===== config.mk =====
export PLATFORM = sky130hd
export DESIGN_NAME = warp_issue_seq
export DESIGN_NICKNAME = d
export VERILOG_FILES = /design/src/rtl/warp_issue_pkg.sv /design/src/rtl/warp_issue_ctrl.sv /design/src/rtl/warp_issue_dp.sv /design/src/rtl/warp_issue_seq.sv
export SDC_FILE = /design/constraint.sdc
export NUM_CORES = 1
export LEC_CHECK = 0
export ABC_AREA = 1
export BUFFER_PORTS_ARGS = -buffer_cell sky130_fd_sc_hd__buf_4
export CORE_UTILIZATION = 49
export CTS_BUF_LIST = sky130_fd_sc_hd__clkbuf_4
export DETAILED_ROUTE_END_ITERATION = 10
export PLACE_DENSITY = 0.86
export SYNTH_ARGS = -nofsm -noshare
export SYNTH_HDL_FRONTEND = slang
export SYNTH_SLANG_ARGS = --single-unit
export TNS_END_PERCENT = 50

===== constraint.sdc =====
create_clock -name clk -period 2.46 [get_ports clk]
set_input_delay 0.123 -clock clk [delete_from_list [all_inputs] [get_ports clk]]
set_output_delay 0.123 -clock clk [all_outputs]
set_load 0.005 [all_outputs]

===== src/rtl/warp_issue_pkg.sv =====
package warp_issue_pkg;

  typedef enum logic [1:0] {
    OP_ALU    = 2'b00,
    OP_IMUL24 = 2'b01,
    OP_IMUL32 = 2'b10,
    OP_DFP    = 2'b11
  } opClass_e;

  // strobes from control to datapath
  typedef struct packed {
    logic load;     // instruction accepted at this edge
    logic issue;    // first occupancy cycle of a slice
    logic retire;   // last occupancy cycle of a slice
    logic warpEnd;  // last occupancy cycle of the instruction
  } seqStrobe_t;

endpackage


===== src/rtl/warp_issue_ctrl.sv =====
module warp_issue_ctrl
  import warp_issue_pkg::*;
#(
  parameter int SLICES    = 4,
  parameter int MUL32_CYC = 4,
  parameter int DP_CYC    = 2
) (
  input  logic                      clk,
  input  logic                      rst_n,
  input  logic                      inValid,
  input  logic [1:0]                inOp,
  output logic                      inReady,
  output seqStrobe_t                strobe,
  output logic [$clog2(SLICES)-1:0] sliceIdx
);

  localparam int SLICE_W = $clog2(SLICES);
  localparam int MAX_OCC = (MUL32_CYC > DP_CYC) ? ((MUL32_CYC > 2) ? MUL32_CYC : 2)
                                                : ((DP_CYC > 2) ? DP_CYC : 2);
  localparam int OCC_W   = $clog2(MAX_OCC);

  logic               busy;
  logic [SLICE_W-1:0] sliceCnt;
  logic [OCC_W-1:0]   subCnt;
  logic [OCC_W-1:0]   occM1;
  logic [OCC_W-1:0]   occIn;
  logic               subEnd;
  logic               lastSlice;
  logic               accept;

  always_comb begin
    case (opClass_e'(inOp))
      OP_IMUL32: occIn = OCC_W'(MUL32_CYC - 1);
      OP_DFP:    occIn = OCC_W'(DP_CYC - 1);
      default:   occIn = '0;
    endcase
  end

  assign subEnd    = (subCnt == occM1);
  assign lastSlice = (sliceCnt == SLICE_W'(SLICES - 1));
  assign inReady   = !busy || (subEnd && lastSlice);
  assign accept    = inValid && inReady;

  always_ff @(posedge clk) begin
    if (!rst_n) begin
      busy     <= 1'b0;
      sliceCnt <= '0;
      subCnt   <= '0;
      occM1    <= '0;
    end else if (accept) begin
      busy     <= 1'b1;
      sliceCnt <= '0;
      subCnt   <= '0;
      occM1    <= occIn;
    end else if (busy) begin
      if (subEnd) begin
        subCnt <= '0;
        if (lastSlice) busy <= 1'b0;
        else           sliceCnt <= sliceCnt + 1'b1;
      end else begin
        subCnt <= subCnt + 1'b1;
      end
    end
  end

  assign strobe.load    = accept;
  assign strobe.issue   = busy && (subCnt == '0);
  assign strobe.retire  = busy && subEnd;
  assign strobe.warpEnd = busy && subEnd && lastSlice;
  assign sliceIdx       = sliceCnt;

  // the end of a non-final slice is followed by the issue of the next slice
  p_slice_advance_r2: assert property (@(posedge clk) disable iff (!rst_n)
    (busy && subEnd && !lastSlice) |=>
      (strobe.issue && sliceCnt == SLICE_W'($past(sliceCnt) + 1'b1)));

  // an idle sequencer issues and retires nothing
  p_idle_quiet_r1: assert property (@(posedge clk) disable iff (!rst_n)
    !busy |-> !(strobe.issue || strobe.retire));

endmodule


===== src/rtl/warp_issue_dp.sv =====
module warp_issue_dp
  import warp_issue_pkg::*;
#(
  parameter int LANES  = 8,
  parameter int SLICES = 4,
  parameter int TAG_W  = 4
) (
  input  logic                             clk,
  input  logic                             rst_n,
  input  seqStrobe_t                       strobe,
  input  logic [$clog2(SLICES)-1:0]        sliceIdxIn,
  input  logic [1:0]                       inOp,
  input  logic [TAG_W-1:0]                 inTag,
  output logic                             sliceValid,
  output logic [$clog2(SLICES)-1:0]        sliceIdx,
  output logic [$clog2(LANES*SLICES)-1:0]  threadBase,
  output logic [LANES-1:0]                 laneMask,
  output logic [1:0]                       sliceOp,
  output logic [LANES-1:0]                 laneDone,
  output logic                             warpDone,
  output logic [TAG_W-1:0]                 doneTag
);

  localparam int THR_W = $clog2(LANES * SLICES);

  logic [1:0]       opReg;
  logic [TAG_W-1:0] tagReg;

  always_ff @(posedge clk) begin
    if (!rst_n) begin
      opReg  <= '0;
      tagReg <= '0;
    end else if (strobe.load) begin
      opReg  <= inOp;
      tagReg <= inTag;
    end
  end

  assign sliceValid = strobe.issue;
  assign sliceIdx   = sliceIdxIn;
  assign threadBase = THR_W'(sliceIdxIn) * THR_W'(LANES);
  assign laneMask   = strobe.issue  ? '1 : '0;
  assign laneDone   = strobe.retire ? '1 : '0;
  assign sliceOp    = opReg;
  assign warpDone   = strobe.warpEnd;
  assign doneTag    = tagReg;

  // the warp ends only together with the completion of a slice
  p_end_with_lanes_r8: assert property (@(posedge clk) disable iff (!rst_n)
    warpDone |-> (laneDone != '0));

endmodule


===== src/rtl/warp_issue_seq.sv =====
module warp_issue_seq
  import warp_issue_pkg::*;
#(
  parameter int WARP_SIZE = 32,
  parameter int LANES     = 8,
  parameter int MUL32_CYC = 4,
  parameter int DP_CYC    = 2,
  parameter int TAG_W     = 4
) (
  input  logic                                  clk,
  input  logic                                  rst_n,
  input  logic                                  inValid,
  input  logic [1:0]                            inOp,
  input  logic [TAG_W-1:0]                      inTag,
  output logic                                  inReady,
  output logic                                  sliceValid,
  output logic [$clog2(WARP_SIZE/LANES)-1:0]    sliceIdx,
  output logic [$clog2(WARP_SIZE)-1:0]          threadBase,
  output logic [LANES-1:0]                      laneMask,
  output logic [1:0]                            sliceOp,
  output logic [LANES-1:0]                      laneDone,
  output logic                                  warpDone,
  output logic [TAG_W-1:0]                      doneTag
);

  localparam int SLICES  = WARP_SIZE / LANES;
  localparam int SLICE_W = $clog2(SLICES);

  seqStrobe_t         strobe;
  logic [SLICE_W-1:0] ctrlSlice;

  warp_issue_ctrl #(
    .SLICES(SLICES), .MUL32_CYC(MUL32_CYC), .DP_CYC(DP_CYC)
  ) u_ctrl (
    .clk(clk), .rst_n(rst_n), .inValid(inValid), .inOp(inOp),
    .inReady(inReady), .strobe(strobe), .sliceIdx(ctrlSlice)
  );

  warp_issue_dp #(
    .LANES(LANES), .SLICES(SLICES), .TAG_W(TAG_W)
  ) u_dp (
    .clk(clk), .rst_n(rst_n), .strobe(strobe), .sliceIdxIn(ctrlSlice),
    .inOp(inOp), .inTag(inTag), .sliceValid(sliceValid), .sliceIdx(sliceIdx),
    .threadBase(threadBase), .laneMask(laneMask), .sliceOp(sliceOp),
    .laneDone(laneDone), .warpDone(warpDone), .doneTag(doneTag)
  );

  // the finishing cycle always admits the next instruction
  p_done_ready_r8: assert property (@(posedge clk) disable iff (!rst_n)
    warpDone |-> inReady);

  // an accepted instruction issues slice 0 in the next cycle
  p_accept_start_r3: assert property (@(posedge clk) disable iff (!rst_n)
    (inValid && inReady) |=> (sliceValid && sliceIdx == '0));

  // the reported class cannot change while input is refused
  p_busy_hold_r7: assert property (@(posedge clk) disable iff (!rst_n)
    !inReady |=> $stable(sliceOp));

  // multi-cycle classes leave a gap after each slice issue
  p_long_gap_r5: assert property (@(posedge clk) disable iff (!rst_n)
    (sliceValid && ((sliceOp == OP_IMUL32 && MUL32_CYC > 1) ||
                    (sliceOp == OP_DFP && DP_CYC > 1))) |=> !sliceValid);

endmodule


==> results_dict.tcl <==
set metrics [dict create \
    grt_pass1_vias 579 \
    powerDensity_mw_per_mm2 563 \
    clock-root-buffer "clkbuf_4" \
    via_per_inst 4.73 \
    io_pins 41 \
    first_iter_violations 11 \
    core_sq_mm 0.00151 \
    fp.dieArea_sq_mm 0.00178 \
    wl_mm 1.42 \
    hold_viol_final 0 \
    postSynthAreaPerCell_sq_um 7.21 \
    critPathLaunch "u_ctrl.subCnt[1]$_SDFFE_PP0P_" \
    clockBufferDepth 2 \
    drive_above_1_share_pct 39.2 \
    r2r-end "u_dp.doneTag[1]$_SDFFE_PN0P_" \
    period_needed_ps 1580 \
    reg2reg_slack_ps 1190 \
    critPathMaxFanout 8 \
    cts_sinks 13 \
    wl_per_cell_um 9.75 \
    die_w_um 42.2 \
    final_cell_mix "buf_4 (37), nand2_1 (20), dfxtp_1 (13)" \
    arrival_ps 1450 \
    cts_resized 0 \
    place.port_buffers 37 \
    synth-warning-count 0 \
    cp-endpoint "laneDone[5]" \
    setup_viol 0 \
    clkTransAtPathRegs_ps 80 \
    postRouteAntennaNets 0 \
    hold_path.class "primary input to register" \
    fin_hold_ws_ps 137 \
    reg2reg_from "u_ctrl.sliceIdx[0]$_SDFFE_PP0P_" \
    cts_setup_buffers 0 \
    nNetsFinal 142 \
    holdBufCountCts 0 \
    slew_viol_final 0 \
    overflow 0 \
    drv_cap 0 \
    end_kind "output pin" \
    grt_pass1_wl_mm 2.37 \
    rows 14 \
    fin_crit_sh_pct 64.1 \
    tns_ps 0 \
    vias 691 \
    netlist_instances 110 \
    die_h_um 42.2 \
    clk_latency_ps 270 \
    rr_worst_depth 6 \
    diodes 0 \
    ys_types 23 \
    rsz0062_at_grt "no" \
    ys_ff_latch 13 \
    drt_pass1_iterations 3 \
    max_freq_mhz 634 \
    area_delta_synth_final_pct 20.8 \
    grt_max_degree 14 \
    cts_tree "built" \
    mappedNetlistArea_sq_um 793 \
    required_ps 2340 \
    worst-setup-path-type "register to output pin" \
    final_common_cell "buf_4" \
    vdd_drop_max_mv 0.431 \
    yosysSeqAreaShare_pct 32.8 \
    grtUsageTotal_pct 17.2 \
    cts_max_level 1 \
    leakage_nw 0.526 \
    start_kind "register" \
    drc 0 \
    status "finished clean" \
    initial_core_util_pct 52.7 \
    cts_made_buffers 3 \
    gp_congestion 0.762 \
    fin_worst_skew_ps 2.78 \
    hpwl_mm 1.15 \
    antenna_found_initial 0 \
]
## per-stage QoR
stage | worst slack [ps] | std cells | utilization, % | cell area (sq um) | power [mW]
6_report | 884 | 146 | 63.6 | 958 | 0.539
5_1_grt | 706 | 146 | 63.6 | 958 | 0.580
4_1_cts | 845 | 146 | 63.6 | 958 | 0.548
3_5_place_dp | 1150 | 142 | 61.6 | 928 | 0.408
3_3_place_gp | 1230 | 142 | 61.6 | 928 | 0.402
2_1_floorplan | 1250 | 112 | - | 801 | 0.365
## cell usage after synthesis
master	count	area, sq um
buf_4	20	150
nand2_1	20	75.1
dfxtp_1	13	260
nor2_1	11	41.3
inv_1	9	33.8
nand3_1	9	45.0
a21oi_1	7	35.0
inv_2	3	11.3
ha_1	2	25.0
nand2_2	2	12.5
o21ai_0	2	10.0
a21boi_0	1	7.51
buf_2	1	5.00
buf_6	1	11.3
clkbuf_1	1	3.75
conb_1	1	3.75
nand2_4	1	11.3
nand3_2	1	10.0
nand4_1	1	6.26
nor2_2	1	6.26
nor2_4	1	11.3
or2_4	1	8.76
xnor2_1	1	8.76
## worst min path at each step
| stage | start | to | slack [ps] | cells past startpoint |
|---|---|---|---|---|
| final | inOp[1] | u_ctrl.occM1[0]$_SDFFE_PN0P_ | 140 | 3 |
| after global routing | inOp[1] | u_ctrl.occM1[0]$_SDFFE_PN0P_ | 140 | 3 |
| after CTS | inOp[1] | u_ctrl.occM1[0]$_SDFFE_PN0P_ | 130 | 3 |
| after detailed placement | inOp[1] | u_ctrl.occM1[0]$_SDFFE_PN0P_ | 410 | 3 |
| after global placement | inOp[1] | u_ctrl.occM1[0]$_SDFFE_PN0P_ | 420 | 3 |
| after floorplan | rst_n | u_ctrl.subCnt[0]$_SDFFE_PP0P_ | 260 | 2 |
## cells by family after synthesis
family / synth area share, %
fa+ha+maj: 3.15
buf+inv: 27.1
simple gates: 28.7
flops: 32.8
compound gates: 6.62
xor+xnor: 1.10
other cells: 0.473
## layout make-up
class / instances / area, sq um
Sequential cell: 13 / 260
Fill cell: 137 / 548
Timing Repair Buffer: 37 / 278
Clock buffer: 4 / 30.0
Multi-Input combinational cell: 64 / 325
Tap cell: 16 / 20.0
Inverter: 12 / 45.0
## routing by layer
layer  GRT usage [%]  share of wire [%]  up-vias
met4            11.3               0.70        0
met1            20.8                 42      294
li1                -                  -      362
met2            28.3                 50       33
met3            2.16                7.8        2
met5               0                  0        -
## power by group
group	internal, mW	switching, mW	leakage, nW
registers	0.226	0.0109	0.107
logic	0.0853	0.0788	0.400
clock network	0.0738	0.0645	0.0184
## state kept, by name (all words and copies together), names as in the netlist
signal / cells
u_dp.doneTag: 4
u_ctrl.occM1: 2
u_ctrl.sliceIdx: 2
u_ctrl.subCnt: 2
u_dp.sliceOp: 2
u_ctrl.busy: 1
## critical path, cell delays in order (launching register included)
cell	delay (ps)
dfxtp_1	380
nand2_1	60
nand2_1	100
nand2_2	100
nor2_1	350
buf_4	190
No activity file was read; power rests on OpenSTA's default activity.
